## config.mk

```make
export PLATFORM = sky130hd
export DESIGN_NAME = ira_window
export DESIGN_NICKNAME = d
export VERILOG_FILES = /design/src/rtl/ira_pkg.sv /design/src/rtl/ira_port_decode.sv /design/src/rtl/ira_target_steer.sv /design/src/rtl/ira_window.sv
export SDC_FILE = /design/constraint.sdc
export NUM_CORES = 1
export LEC_CHECK = 0
export ABC_AREA = 1
export BUFFER_PORTS_ARGS = -buffer_cell sky130_fd_sc_hd__buf_2
export CORE_ASPECT_RATIO = 1.4
export CORE_MARGIN = 1
export CORE_UTILIZATION = 53
export DETAILED_ROUTE_END_ITERATION = 16
export HOLD_SLACK_MARGIN = 0.03
export PLACE_DENSITY = 0.87
export SYNTH_ARGS = -nofsm -noshare
export SYNTH_HDL_FRONTEND = slang
export SYNTH_SLANG_ARGS = --single-unit
```

## constraint.sdc

```tcl
create_clock -name clk -period 4.35 [get_ports clk]
set_input_delay 0.2175 -clock clk [delete_from_list [all_inputs] [get_ports clk]]
set_output_delay 0.2175 -clock clk [all_outputs]
set_load 0.05 [all_outputs]
```

## src/rtl/ira_pkg.sv

```systemverilog
package ira_pkg;

  typedef enum logic [1:0] {
    PK_IDENT = 2'd0,
    PK_PTR   = 2'd1,
    PK_DATA  = 2'd2,
    PK_NONE  = 2'd3
  } port_kind_e;

  localparam int LANES = 4;

  function automatic logic [7:0] ident_byte(input logic [1:0] idx);
    case (idx)
      2'd0:    ident_byte = 8'h65;
      2'd1:    ident_byte = 8'hD0;
      2'd2:    ident_byte = 8'h16;
      default: ident_byte = 8'h2B;
    endcase
  endfunction

endpackage

```

## src/rtl/ira_port_decode.sv

```systemverilog
module ira_port_decode
  import ira_pkg::*;
#(
  parameter int OFS_W = 8
) (
  input  logic [OFS_W-1:0] ofs,
  output port_kind_e       kind,
  output logic [1:0]       lane,
  output logic             rd_lane,
  output logic             step
);
  localparam logic [OFS_W-1:0] PTR_LO  = OFS_W'(4);
  localparam logic [OFS_W-1:0] DATA_LO = OFS_W'(8);
  localparam logic [OFS_W-1:0] RD_HI   = OFS_W'(12);
  localparam logic [OFS_W-1:0] DATA_HI = OFS_W'(24);

  always_comb begin
    lane    = ofs[1:0];
    step    = ofs[4];
    rd_lane = (ofs >= DATA_LO) && (ofs < RD_HI);
    if (ofs < PTR_LO)       kind = PK_IDENT;
    else if (ofs < DATA_LO) kind = PK_PTR;
    else if (ofs < DATA_HI) kind = PK_DATA;
    else                    kind = PK_NONE;
  end
endmodule

```

## src/rtl/ira_target_steer.sv

```systemverilog
module ira_target_steer #(
  parameter int ADDR_W = 32,
  parameter int REG_AW = 24,
  parameter int DATA_W = 32
) (
  input  logic              acc_req,
  input  logic [ADDR_W-1:0] ptr,
  output logic              reg_req,
  output logic [REG_AW-1:0] reg_addr,
  output logic              mem_req,
  output logic [ADDR_W-1:0] mem_addr,
  input  logic [DATA_W-1:0] reg_rdata,
  input  logic [DATA_W-1:0] mem_rdata,
  output logic [DATA_W-1:0] rsp_word
);
  localparam logic [ADDR_W-1:0] SPLIT = ADDR_W'(1) << REG_AW;

  logic to_mem;

  assign to_mem   = |ptr[ADDR_W-1:REG_AW];
  assign reg_req  = acc_req && !to_mem;
  assign mem_req  = acc_req && to_mem;
  assign reg_addr = ptr[REG_AW-1:0];
  assign mem_addr = ptr - SPLIT;
  assign rsp_word = to_mem ? mem_rdata : reg_rdata;
endmodule

```

## src/rtl/ira_window.sv

```systemverilog
module ira_window
  import ira_pkg::*;
#(
  parameter int ADDR_W = 32,
  parameter int REG_AW = 24,
  parameter int OFS_W  = 8,
  parameter int DATA_W = 32
) (
  input  logic              clk,
  input  logic              rst,
  input  logic              io_wr,
  input  logic              io_rd,
  input  logic [OFS_W-1:0]  io_ofs,
  input  logic [7:0]        io_wdata,
  output logic [7:0]        io_rdata,
  output logic              reg_req,
  output logic              reg_we,
  output logic [REG_AW-1:0] reg_addr,
  output logic [DATA_W-1:0] reg_wdata,
  input  logic [DATA_W-1:0] reg_rdata,
  output logic              mem_req,
  output logic              mem_we,
  output logic [ADDR_W-1:0] mem_addr,
  output logic [DATA_W-1:0] mem_wdata,
  input  logic [DATA_W-1:0] mem_rdata
);
  localparam int PTR_BYTES = ADDR_W / 8;
  localparam logic [ADDR_W-1:0] WORD_STEP = ADDR_W'(DATA_W / 8);

  logic [ADDR_W-1:0] ptr_q, ptr_merged, ptr_nxt;
  logic [DATA_W-1:0] data_q, data_nxt, rsp_word;
  logic [7:0]        rdata_q;

  port_kind_e kind;
  logic [1:0] lane;
  logic       rd_lane, step;
  logic       hit_ptr, hit_data, wr_fire, rd_fire, rd_take;

  ira_port_decode #(.OFS_W(OFS_W)) u_decode (
    .ofs     (io_ofs),
    .kind    (kind),
    .lane    (lane),
    .rd_lane (rd_lane),
    .step    (step)
  );

  assign hit_ptr  = io_wr && (kind == PK_PTR);
  assign hit_data = io_wr && (kind == PK_DATA);
  assign wr_fire  = hit_data && (lane == 2'd3);
  assign rd_take  = io_rd && !io_wr;
  assign rd_fire  = rd_take && rd_lane;

  for (genvar g = 0; g < LANES; g++) begin : g_data_lane
    assign data_nxt[8*g +: 8] = (hit_data && lane == 2'(g)) ? io_wdata : data_q[8*g +: 8];
  end

  for (genvar g = 0; g < PTR_BYTES; g++) begin : g_ptr_lane
    if (g < LANES) begin : g_wr
      assign ptr_merged[8*g +: 8] = (hit_ptr && lane == 2'(g)) ? io_wdata : ptr_q[8*g +: 8];
    end else begin : g_keep
      assign ptr_merged[8*g +: 8] = ptr_q[8*g +: 8];
    end
  end

  assign ptr_nxt = (io_wr && step) ? ptr_merged + WORD_STEP : ptr_merged;

  ira_target_steer #(.ADDR_W(ADDR_W), .REG_AW(REG_AW), .DATA_W(DATA_W)) u_steer (
    .acc_req   (wr_fire || rd_fire),
    .ptr       (ptr_q),
    .reg_req   (reg_req),
    .reg_addr  (reg_addr),
    .mem_req   (mem_req),
    .mem_addr  (mem_addr),
    .reg_rdata (reg_rdata),
    .mem_rdata (mem_rdata),
    .rsp_word  (rsp_word)
  );

  assign reg_we    = wr_fire;
  assign mem_we    = wr_fire;
  assign reg_wdata = data_nxt;
  assign mem_wdata = data_nxt;

  always_ff @(posedge clk) begin
    if (rst) begin
      ptr_q   <= '0;
      data_q  <= '0;
      rdata_q <= '0;
    end else begin
      ptr_q  <= ptr_nxt;
      data_q <= data_nxt;
      if (rd_take) begin
        if (kind == PK_IDENT) rdata_q <= ident_byte(lane);
        else if (rd_lane)     rdata_q <= rsp_word[8*lane +: 8];
        else                  rdata_q <= 8'h00;
      end
    end
  end

  assign io_rdata = rdata_q;
endmodule

```

=== Yosys cells after proc, flatten, opt, wreduce, memory -nomap -nowiden ===
Cells that the tools add are included.

* Reductions and logical operators: 22
* Shift-type cells: 1
* Equal/unequal tests: 5
* Muxes and demuxes: 16
* Add/sub/neg operators: 2
* $lt $le $gt $ge: 5

{| class="wikitable"
|+ Operators with widths
! kind !! count
|-
| $mux W8 || 10
|-
| $mux W32 || 2
|-
| $add A32 B3 Y32 const B || 1
|-
| $shiftx A32 B6 Y8 || 1
|-
| $sub A32 B25 Y32 const B || 1
|-
| $pmux W8 S3 || 1
|-
| $logic_and A1 B1 Y1 || 16
|-
| $lt A8 B4 Y1 const B || 2
|-
| $ge A8 B4 Y1 const B || 1
|-
| $lt A8 B3 Y1 const B || 1
|-
| $lt A8 B5 Y1 const B || 1
|-
| $reduce_or A8 Y1 || 1
|-
| $eq A2 B2 Y1 const B || 3
|-
| $eq A2 B1 Y1 const B || 2
|-
| $logic_not A2 Y1 || 2
|-
| $mux W2 || 2
|-
| $logic_not A1 Y1 || 2
|-
| $logic_or A1 B1 Y1 || 1
|-
| $mux W1 || 1
|}

* Bits in registers: 72

=== Logic depth before layout (Yosys ltp) ===
* Depth after elaboration: 10
* Depth in mapped cells: 15
* Depth with buffers taken out: 15

=== Hierarchy ===
Synthesis repeated with hierarchy kept, for this count alone.

* Cells, all modules: 981
* Area total of the unflattened synthesis: 6014.5 um^2

{| class="wikitable"
|+ Modules (own cells, without submodules)
! module !! area each (um^2) !! sequential area each (um^2) !! cells an instance !! times used
|-
| ira_window || 4873.4 || 1441.4 || 773 || 1
|-
| ira_target_steer || 1059.8 || 0.0 || 192 || 1
|-
| ira_port_decode || 81.3 || 0.0 || 16 || 1
|}

=== Worst setup path after synthesis ===
OpenSTA, ideal clock, no wires.

* Path kind: input to output
* Start point: input port io_ofs[1]
* End point: output port reg_wdata[10]
* Slack: 1.311 ns
* Stages on the path: 10
* Data arrival time: 2.822 ns
* Cells stage by stage: clkbuf_1 -> clkinv_1 -> ha_1 -> buf_2 -> nand3_1 -> inv_1 -> clkbuf_1 -> clkbuf_1 -> a21oi_1 -> buf_4

* Cells in the longest elaborated chain, start to end: 8

{| class="wikitable"
|+ RTL lines
! element !! line !! text
|-
| start, declared || ira_window.sv:13 || <nowiki>input logic [OFS_W-1:0] io_ofs,</nowiki>
|-
| $lt A8 B5 Y1 || ira_port_decode.sv:23 || <nowiki>else if (ofs < DATA_HI) kind = PK_DATA;</nowiki>
|-
| $mux W1 || ira_port_decode.sv:23 ||
|-
| $mux W2 || ira_port_decode.sv:22 || <nowiki>else if (ofs < DATA_LO) kind = PK_PTR;</nowiki>
|-
| $mux W2 || ira_port_decode.sv:21 || <nowiki>if (ofs < PTR_LO) kind = PK_IDENT;</nowiki>
|-
| $eq A2 B2 Y1 || ira_window.sv:48 || <nowiki>assign hit_data = io_wr && (kind == PK_DATA);</nowiki>
|-
| $logic_and A1 B1 Y1 || ira_window.sv:48 ||
|-
| $logic_and A1 B1 Y1 * || ira_window.sv:54 || <nowiki>assign data_nxt[8*g +: 8] = (hit_data && lane == 2'(g)) ? io_wdata : data_q[8*g +: 8];</nowiki>
|-
| $mux W8 * || ira_window.sv:54 ||
|-
| end, declared || ira_window.sv:19 || <nowiki>output logic [DATA_W-1:0] reg_wdata,</nowiki>
|}

Mark *: on every way between the ends. The rest lies on a longest branch, timed or not.

=== Worst setup path in the final report ===
* Start point: input port io_ofs[1]
* End point: output port reg_wdata[15]

Same word-level chain as after synthesis.

==> results.md <==
- GP Congestion: 0.958
- Top cells by area, synth: dfxtp_1 27%, buf_4 12%, nand2_1 7.4%
- Post-CTS Resized: 0
- WHS Endpoint: ptr_q[10]
- Fin cells: 1053
- P_int: 1.27 mW
- Routed WL per cell: 14.2 um
- Placed cell areas: 0.00587 sq mm
- R2r endpoint: io_rdata[4]
- Ratio of final minimum period to clock period: 0.637
- Post-synth top area cell: dfxtp_1
- Least-Margin Pin Slew: 1.04 ns
- Most common cell after layout, fill and taps aside: buf_2
- Worst Path Max Fanout: 24
- Ratio of cells with drive above 1 in the final layout: 0.331
- Final net count: 1005
- Vias in the first global route: 4978
- Placed Cells: 1037
- Max-Cap Viols: 0
- DRT met1 WL: 6120 um
- DR iter-0 viols: 251
- DR vias/cell: 5.31
- Multi-input logic area: 0.00281 sq mm
- DRT Wirelength: 14900 um
- # diodes: 0
- Clk_lat worst skew: 0.34 ns
- Layout overhead on the synthesized area: 16.3%
- Crit path required time: 4.13 ns
- Pleak: 3.10 nW
- Met2 WL: 7490 um
- Post-Syn Area: 0.00534 sq mm
- Fin. max-slew vios: 0
- Hold Startpoint: io_wdata[2]
- CP endpoint kind: output port
- Reg2Reg Setup Slack: 1.96 ns
- Worst Hold Path Cells: 3
- Postcts setup bufs: 0
- Highest Signal Layer: met4
- Chip Height: 121 um
- Initial antenna violation count: 0
- First drt pass iteration count: 5
- Largest net degree at the start of global routing: 41
- Yosys warning count: 0
- Post-Layout Inst Area: 0.00621 sq mm
- Net Count, Synth: 885
- Hold buffer count at cts: 0
- Total Die Area: 0.0105 sq mm
- NetSw: 0.489 mW
- Tot GR Track Use: 0.292
- Antenna Nets Post-Route: 0
- Die X: 86.8 um
- Layout filler cell count: 912
- Dpl hpwl: 11300 um
- Max Root-Sink Buffers: 2
- Sequential fraction of the synthesis area: 0.270
- Pwr Density: 283 mW/mm^2
- Clk sinks: 72
- Pwr Total: 1.76 mW
- Hold Crit Class: in -> reg
- Clock skew: 0.00646 ns
- Switch share: 0.278
- H-tree Lvls: 3
- Reg power frac: 0.383
- Util after Layout: 0.631
- Total number of vias: 5587
- First-pass GRT wire length: 23900 um
- CP arrival: 2.55 ns
- Worst Setup Start Kind: primary input
- Row count: 43
- WS Path Type: in -> out
- Register area: 0.00144 sq mm
- R2R cell count: 12
- Slew headroom: 0.307
- Maximum vdd drop: 0.000169 V
- Root cell of the clock tree: clkbuf_16
- Post-synth top area share: 0.270
- Unique masters post-synth: 39
- Flops & latches, synth: 72
- Clock-pin slew on the worst setup and hold paths: 0.06 ns
- Final setup viols: 0
- Number of top-level pins: 216
- CTS Buf Count: 9
- RSZ-0062 raised after global routing: false
- Final Critical Period: 2.77 ns
- Most frequent cells in the layout: 215 x buf_2, 105 x nand2_1, 96 x nor2_1, 77 x inv_1, 72 x dfxtp_1
- Status: finished, final reports clean
- IO Port Bufs: 215
- Final hold violations: 0
- Grt ovf: 0
- DR DRC count: 0
- Placeable core region: 0.00985 sq mm
- Setup_tns: 0 ns
- Peak Freq: 0.361 GHz
- R2r startpoint: ptr_q[24]
- Gate power share: 0.141
- Post-Synthesis Cells: 793
- CTS tree: done
- Clock Power Share: 0.477
- Mean post-synth cell area: 6.73 sq um
- Wire length on met3: 848 um
- Initial Util: 0.542
power groups by stage:
stage	Clock (mW)	Combinational, mW	Sequential, mW
after floorplan	0	0.158	0.699
after global placement	0	0.245	0.687
after detailed placement	0	0.245	0.687
after CTS	0.850	0.246	0.672
after global routing	0.869	0.268	0.673
final	0.837	0.247	0.672
worst max path at each step:
stage | from | end | depth (start not counted)
finish | io_ofs[1] | reg_wdata[15] | 9
global route | io_ofs[1] | mem_wdata[15] | 9
CTS | io_ofs[1] | mem_wdata[15] | 9
detailed placement | io_ofs[0] | ptr_q[24] | 13
global placement | io_ofs[0] | ptr_q[24] | 13
floorplan | io_ofs[1] | reg_wdata[10] | 10
final cells by class:
cell class / instances / share of cell area
clock buffer: 10 / 0.0385
clock inverter: 6 / 0.0157
inverter: 91 / 0.0550
multi-input combinational: 519 / 0.452
sequential: 72 / 0.232
tap: 135 / 0.0272
timing repair buffer: 220 / 0.179
kinds of logic after synthesis:
family                   share of synthesized area
buffers and inverters                        0.204
XOR/XNOR                                   0.00985
adder cells (fa/ha/maj)                     0.0188
AO/OA/AOI/OAI                                0.209
AND/OR/NAND/NOR                              0.288
flip-flops                                   0.270
routing by layer:
metal	track usage	vias to the layer above
met4	0.124	0
met3	0.0457	36
met2	0.517	247
met1	0.342	2513
met5	0	-
li1	-	2791
cells in the mapped netlist:
cell type,number
buf_1,1
buf_6,2
buf_4,82
dfxtp_1,72
a21oi_2,1
ha_1,8
nand3_1,35
o221ai_1,16
nor2_8,1
nand4_2,2
inv_1,77
a211oi_1,32
o21ai_0,54
a21oi_1,61
buf_2,7
nand3b_1,2
a31oi_1,5
nor2_2,7
o21ai_1,8
nor3b_1,3
nand2_1,105
nor2_4,4
nor2_1,96
nand2_2,4
nor3_2,1
nand3_4,2
nand4_1,15
and2_1,1
inv_2,5
clkbuf_1,19
o21ai_4,1
xor2_1,5
nand3_2,4
or2_2,32
nor3_1,5
o21ai_2,4
o21a_1,4
xnor2_1,1
clkinv_1,9
worst max-delay path, cell delays in order:
cell	delay (ns)
buf_2	0.18
clkinv_1	0.21
ha_1	0.47
nand3_1	0.21
inv_1	0.47
or2_2	0.20
inv_1	0.04
a21oi_1	0.21
buf_2	0.32
metrics by stage:
stage	hold slack (ns)	worst slack, ns
floorplan	0.408	1.31
global placement	0.455	1.58
detailed placement	0.459	1.48
CTS	0.276	1.65
global route	0.330	1.40
finish	0.294	1.58
state kept, by name, summed over array words and instances (netlist names):
signal    flops
ptr_q        32
io_rdata      8
data_q       32
Note: power is estimated with default switching activity, not from simulation.
